===== config.mk =====
export PLATFORM = sky130hd
export DESIGN_NAME = dual_section_counter
export DESIGN_NICKNAME = d
export VERILOG_FILES = /design/src/rtl/dsc_pkg.sv /design/src/rtl/dsc_clear_sync.sv /design/src/rtl/dsc_fall_detect.sv /design/src/rtl/dsc_section.sv /design/src/rtl/dual_section_counter.sv
export SDC_FILE = /design/constraint.sdc
export NUM_CORES = 1
export LEC_CHECK = 0
export ABC_CLOCK_PERIOD_IN_PS = 1500
export BUFFER_PORTS_ARGS = -buffer_cell sky130_fd_sc_hd__buf_4
export CAP_MARGIN = 20
export CORE_AREA = 2 2 39 41
export DETAILED_ROUTE_END_ITERATION = 8
export DIE_AREA = 0 0 41 43
export SLEW_MARGIN = 20
export SYNTH_ARGS = -nofsm -noshare
export SYNTH_HDL_FRONTEND = slang
export SYNTH_HIERARCHICAL = 1
export SYNTH_SLANG_ARGS = --single-unit

===== constraint.sdc =====
create_clock -name clk -period 1.5 [get_ports clk]
set_input_delay 0.3 -clock clk [delete_from_list [all_inputs] [get_ports clk]]
set_output_delay 0.3 -clock clk [all_outputs]
set_load 0.01 [all_outputs]

===== src/rtl/dsc_pkg.sv =====
package dsc_pkg;

    // Width of the low section; the high section width is a top parameter.
    localparam int unsigned LO_W = 1;

    // Number of independent sections in the block.
    localparam int unsigned NUM_SEC = 2;

    // Registered state of one falling-edge detector.
    typedef struct packed {
        logic prev;
    } fall_extra_t;

    // Add one to a section count, wrapping naturally at its width.
    function automatic logic [7:0] step_count(input logic [7:0] cur, input int unsigned w);
        logic [7:0] mask;
        mask = 8'((9'd1 << w) - 9'd1);
        return (cur + 8'd1) & mask;
    endfunction

endpackage


===== src/rtl/dsc_clear_sync.sv =====
module dsc_clear_sync #(
    parameter int unsigned STAGES = 2
) (
    input  logic clk,
    input  logic clr_a_i,
    input  logic clr_b_i,
    output logic clr_async_o,
    output logic clear_active_o
);

    typedef struct packed {
        logic [STAGES-1:0] chain;
    } clr_state_t;

    clr_state_t st_d, st_q;

    // Both halves must be high together to clear.
    assign clr_async_o = clr_a_i & clr_b_i;

    always_comb begin
        st_d = st_q;
        st_d.chain = {st_q.chain[STAGES-2:0], 1'b0};
    end

    // Set at once, released through the chain one clock at a time.
    always_ff @(posedge clk or posedge clr_async_o) begin
        if (clr_async_o) begin
            st_q.chain <= '1;
        end else begin
            st_q <= st_d;
        end
    end

    assign clear_active_o = st_q.chain[STAGES-1];

endmodule


===== src/rtl/dsc_fall_detect.sv =====
module dsc_fall_detect #(
    parameter int unsigned STAGES = 2
) (
    input  logic clk,
    input  logic clr_async_i,
    input  logic din_i,
    output logic fall_o
);

    import dsc_pkg::*;

    typedef struct packed {
        logic [STAGES-1:0] sync;
        fall_extra_t       ext;
    } det_state_t;

    det_state_t st_d, st_q;
    logic       level;

    assign level = st_q.sync[STAGES-1];

    always_comb begin
        st_d          = st_q;
        st_d.sync     = {st_q.sync[STAGES-2:0], din_i};
        st_d.ext.prev = level;
    end

    // Cleared to zero so a level present at release cannot look like an edge.
    always_ff @(posedge clk or posedge clr_async_i) begin
        if (clr_async_i) begin
            st_q <= '0;
        end else begin
            st_q <= st_d;
        end
    end

    assign fall_o = st_q.ext.prev & ~level;

endmodule


===== src/rtl/dsc_section.sv =====
module dsc_section #(
    parameter int unsigned W = 3
) (
    input  logic         clk,
    input  logic         clr_async_i,
    input  logic         hold_i,
    input  logic         step_i,
    output logic [W-1:0] q_o
);

    import dsc_pkg::*;

    typedef struct packed {
        logic [W-1:0] cnt;
    } sec_state_t;

    sec_state_t st_d, st_q;

    always_comb begin
        st_d = st_q;
        if (step_i && !hold_i) begin
            st_d.cnt = W'(step_count(8'(st_q.cnt), W));
        end
    end

    always_ff @(posedge clk or posedge clr_async_i) begin
        if (clr_async_i) begin
            st_q <= '0;
        end else begin
            st_q <= st_d;
        end
    end

    assign q_o = st_q.cnt;

endmodule


===== src/rtl/dual_section_counter.sv =====
module dual_section_counter #(
    parameter int unsigned SYNC_STAGES = 2,
    parameter int unsigned HI_W        = 3
) (
    input  logic                           clk,
    input  logic                           cnt_a_i,
    input  logic                           cnt_b_i,
    input  logic                           clr_a_i,
    input  logic                           clr_b_i,
    output logic [dsc_pkg::LO_W+HI_W-1:0]  q_o
);

    import dsc_pkg::*;

    localparam int unsigned TOT_W = LO_W + HI_W;

    logic               clr_async;
    logic               clear_active;
    logic [NUM_SEC-1:0] cnt_in;
    logic [NUM_SEC-1:0] sec_fall;

    assign cnt_in = {cnt_b_i, cnt_a_i};

    dsc_clear_sync #(.STAGES(SYNC_STAGES)) u_clr (
        .clk            (clk),
        .clr_a_i        (clr_a_i),
        .clr_b_i        (clr_b_i),
        .clr_async_o    (clr_async),
        .clear_active_o (clear_active)
    );

    for (genvar g = 0; g < NUM_SEC; g++) begin : g_sec
        localparam int unsigned SW = (g == 0) ? LO_W : HI_W;
        logic [SW-1:0] sec_q;

        dsc_fall_detect #(.STAGES(SYNC_STAGES)) u_det (
            .clk         (clk),
            .clr_async_i (clr_async),
            .din_i       (cnt_in[g]),
            .fall_o      (sec_fall[g])
        );

        dsc_section #(.W(SW)) u_cnt (
            .clk         (clk),
            .clr_async_i (clr_async),
            .hold_i      (clear_active),
            .step_i      (sec_fall[g]),
            .q_o         (sec_q)
        );

        if (g == 0) begin : g_lo
            assign q_o[LO_W-1:0] = sec_q;
        end else begin : g_hi
            assign q_o[TOT_W-1:LO_W] = sec_q;
        end
    end

endmodule


# == Yosys cells after proc, flatten, opt, wreduce, memory -nomap -nowiden ==
# Cells that the tools add are included.
# word_totals
input_bits,5
regBits,12
wordCells,17
# classes
bitwise_logic,5
n_reduce_logical,3
addsub,2
# op_table
operator,count
"3-bit by 1-bit adder with 3-bit output, second input constant",1
1-bit AND,3
1-bit logical AND,2
1-bit NOT,2
"1-bit adder, second input constant",1
1-bit logical NOT,1

# == Logic depth before layout (Yosys ltp) ==
# logic_depth
word_depth,3
mapped_depth,3
mapped_depth_nobuf,3

# == By module ==
# The synthesis kept the hierarchy.
# modules_own_cells
mod,area_per_inst_um2,cells_each,n_inst,seq_area_each_um2
dsc_fall_detect,92.6,5,2,75.1
dsc_section at g_sec[1].u_cnt,145.1,10,1,75.1
dsc_clear_sync,66.3,5,1,52.6
dsc_section at g_sec[0].u_cnt,58.8,4,1,25.0
dual_section_counter,7.5,1,1,0.0

# == Least setup slack after synthesis ==
# Ideal clock, no wire load.
# synth_path
kind,flip-flop to flip-flop
startpoint,"register g_sec[1].u_cnt.st_q, in the netlist g_sec[1].u_cnt/q_o[0]"
endpoint,"register g_sec[1].u_cnt.st_q, in the netlist g_sec[1].u_cnt/q_o[1]"
setup_ns,0.125
n_path_buf,0
period_less_slack_ns,1.089
arrival_time_ns,0.964
required_ns,1.375
path_slack_ns,0.411
path_stages_with_launch,3
path_cell_list,dfrtp_1 ha_1 mux2_4
# synth_via
elab_chain_len,1
# synth_rtl
element,line,text
from (decl),dsc_section.sv:17,"sec_state_t st_d, st_q;"
from (signal assigned),dsc_section.sv:30,st_q <= st_d;
3-bit by 1-bit adder with 3-bit output,dsc_pkg.sv:18,return (cur + 8'd1) & mask;
# Every way passes these cells.
# A chain may end at the register's enable or synchronous reset.

# == Worst setup path in the final report ==
# layout_path
startpoint,"register g_sec[1].u_cnt.st_q, in the netlist g_sec[1].u_cnt/q_o[0]"
endpoint,output port q_o[1] in the netlist's numbering
# layout_lines
element,line,text
to (decl),dual_section_counter.sv:10,output logic [dsc_pkg::LO_W+HI_W-1:0] q_o
# No word-level cell between the ends.

==> results <==
- Among all flip-flop cells after synthesis, the most frequent one is sky130_fd_sc_hd__dfrtp_1.
- Together, buffers and inverters on the worst path number 1.
- Relative to the synthesized area, the layout overhead comes to 20.5%.
- The quantity of hold-fixing buffers added after cts is 0.
- On the worst path, the slowest cell contributes a delay of 0.41 ns.
- The post-CTS clock slew at the launch and capture registers of the worst setup and hold paths is 0.07 ns.
- The worst endpoint required time is 1.20 ns.
- The first-pass GRT wire length is 1100 µm.
- The biggest area consumer among synthesized cells is sky130_fd_sc_hd__dfrtp_1.
- The reported max-cap violation count is 0.
- The number of DRC markers in iteration 0 is 1.
- From bottom edge to top edge, the die measures 43 µm.
- Of the post-synthesis cell area, the dominant cell type holds 0.541.
- The overall global routing resource usage is 0.101.
- The signal on the critical path passes through buf_4.
- The placement row count is 14.
- Setup repair after global routing left no endpoint under its margin.
- For this run, the register share of the synthesized area comes to 0.654.
- Synthesis inferred 12 register bits.
- The clock sink count is 12.
- The combined area of all synthesized cells is 463 µm².
- At the end of the flow the core is filled with cells to 0.403.
- The setup skew after layout is 0.000332 ns.
- The cell at the root of the clock tree is sky130_fd_sc_hd__clkbuf_4.
- The number of setup buffers added after CTS is 0.
- For this run, the top clock speed supported by timing is 887 MHz.
- The synthesized net count is 36.
- The top cell family by delay on the critical path is flip-flops.
- The count of TritonRoute iterations in the first routing pass is 2.
- The layout has 146 filler cells.
- The floorplan step defined a die boundary enclosing 1760 µm².
- The final number of hold-violating endpoints is 0.
- The number of DRC violations after detailed routing is 0.
- Counting I/O delays and the setup requirement, the final critical path takes 1.13 ns.
- The startpoint type of the worst setup path is a flop.
- The post-cts resize count is 0.
- The count of pins on the block boundary is 9.
- The nature of the critical path endpoint is a primary output.
- The via density per instance is 4.09.
- The netlist uses 14 different library cells.
- The cell with the largest stage delay on the worst path is sky130_fd_sc_hd__dfrtp_1.
- The type of the worst setup path is reg2out.
- The final global-route overflow total is 0.
- The total vias in the final route is 229.
- The number of antenna violations at the first check in global routing is 0.
- The final layout contains 48 nets.
- The clock passes through at most 2 buffers.
- The clock reaches the later pin of the worst-skew pair after 0.26 ns.
- For this configuration, the core starts out at a cell density of 0.335.
- The congestion estimate from routability-driven global placement came to 0.621.
- The power per standard cell area is 1560 nW/µm².
- The class of the tightest hold or removal check is in2async.
- Dividing the detail-routed wire length by the instance count gives 10.4 µm.
- The leakage power is 0.000265 µW.
- The number of antenna diodes in the final layout is 0.
- The average footprint of a synthesized cell is 15.4 µm².
- Counting every instance in the synthesized netlist gives 30.
- Buffers inserted during clock tree synthesis total 3.
- In the post-synthesis netlist, the cell with the most instances is sky130_fd_sc_hd__dfrtp_1.
- For this run, the number of Yosys warnings is 6.
- In the final layout, the share of cells above drive strength 1 is 0.475.
- IR analysis of the VDD net gives a maximum drop of 0.000442 V.
- The final setup violation count is 0.
- In the final timing run, aggregate negative setup slack is 0 ns.
- The fraction of registers with async set/reset is 1.00.
- The commonest cells after synthesis are sky130_fd_sc_hd__dfrtp_1, sky130_fd_sc_hd__inv_1.
- The number of enable flip-flop cells after synthesis is 0.
- Dividing the final minimum period by the clock period gives 0.752.
- The count of buffers added on input and output ports is 8.
- For the worst setup path, the data arrival time is 0.83 ns.
- The number of global-route vias before repair is 269.
- By area the synthesized netlist is led by sky130_fd_sc_hd__dfrtp_1, sky130_fd_sc_hd__dfstp_2, sky130_fd_sc_hd__nand2b_4.
- TritonCTS built the clock tree.
- The run finished with clean final reports.
- CTS built an H-tree with a depth of 1.
- The number of pins with negative max-slew slack in the final report was 0.
- Summed over all layers, the routed wires come to 582 µm.
- The design draws 873 µW.
- Entering global routing, the biggest net connects 7 pins.
- The core region is 1380 µm².
- The detail route stage leaves a number of antenna-violating nets equal to 0.
- Of all nets on the critical path, the largest fanout is 3.
- The floorplan step set the die width to 41 µm.
==> through the flow <==
stage | cells | worst slack (ns) | instance area (µm²) | hold WS (ns)
3_3_place_gp | 53 | 0.441 | 536 | 0.337
3_5_place_dp | 53 | 0.409 | 536 | 0.344
6_report | 56 | 0.372 | 558 | 0.0698
5_1_grt | 56 | 0.333 | 558 | 0.0750
4_1_cts | 56 | 0.354 | 558 | 0.0640
2_1_floorplan | 30 | 0.411 | 463 | 0.194
==> sequential cells by signal, indices dropped and copies added (netlist names) <==
signal / count
g_sec.u_det/level: 2
g_sec.u_cnt/q_o: 4
g_sec.u_det/st_d: 2
u_clr/st_q: 2
g_sec.u_det/st_q: 2
==> cell type report <==
type                            count  area, µm²  share of cell area
Timing Repair Buffer                8       60.1               0.108
Sequential cell                    12        303               0.543
Tap cell                           16       20.0              0.0359
Multi-Input combinational cell     13        138               0.247
Clock buffer                        3       22.5              0.0404
Inverter                            4       15.0              0.0269
==> kinds of logic (layout without fill, tap and decap cells) <==
group | count (synthesis) | after routing | share of synthesized area
XOR/XNOR | 3 | 3 | 0.0730
other | 1 | 1 | 0.00810
AND/OR/NAND/NOR | 7 | 7 | 0.157
multiplexers | 1 | 1 | 0.0324
adder cells (fa/ha/maj) | 1 | 1 | 0.0270
flip-flops | 12 | 12 | 0.654
buffers and inverters | 5 | 15 | 0.0486
==> worst paths after layout <==
path,end,start,cells past startpoint,slack [ns]
worst max-delay path,q_o[1],g_sec[1].u_cnt/q_o[0],1,0.37
min in group clk,g_sec[1].u_det/st_d[2],cnt_b_i,1,0.14
worst max register to register,g_sec[1].u_cnt/q_o[1],g_sec[1].u_cnt/q_o[0],2,0.40
worst min-delay path,g_sec[0].u_cnt/q_o,clr_b_i,3,0.07
worst min register to register,u_clr/st_q[1],u_clr/st_q[0],0,0.36
max in group asynchronous,g_sec[1].u_det/st_q[0],clr_a_i,3,1.24
==> cell usage in the layout, fill, tap and decap left out, drive strengths merged, types with 2 or more instances in the layout <==
| cell type | netlist | layout |
|---|---|---|
| inv | 4 | 4 |
| dfrtp | 10 | 10 |
| nand2b | 2 | 2 |
| nor2b | 2 | 2 |
| clkbuf | 0 | 3 |
| xnor2 | 3 | 3 |
| buf | 1 | 8 |
| dfstp | 2 | 2 |
==> power by group <==
| part | leakage, µW | total, µW | internal, µW | switching, µW |
|---|---|---|---|---|
| combinational | 0.000119 | 239 | 151 | 88.0 |
| clock | 0.0000138 | 185 | 92.6 | 92.4 |
| sequential | 0.000133 | 449 | 392 | 56.9 |
| total | 0.000265 | 873 | 636 | 237 |
==> metal layers <==
metal / vias to the layer above / track usage / wire, µm
met5: - / 0 / 0
met4: 0 / 0.0800 / 0
met3: 0 / 0.0471 / 26
met2: 4 / 0.150 / 335
met1: 113 / 0.103 / 219
li1: 112 / - / -
No activity file was read; power rests on OpenSTA's default activity.
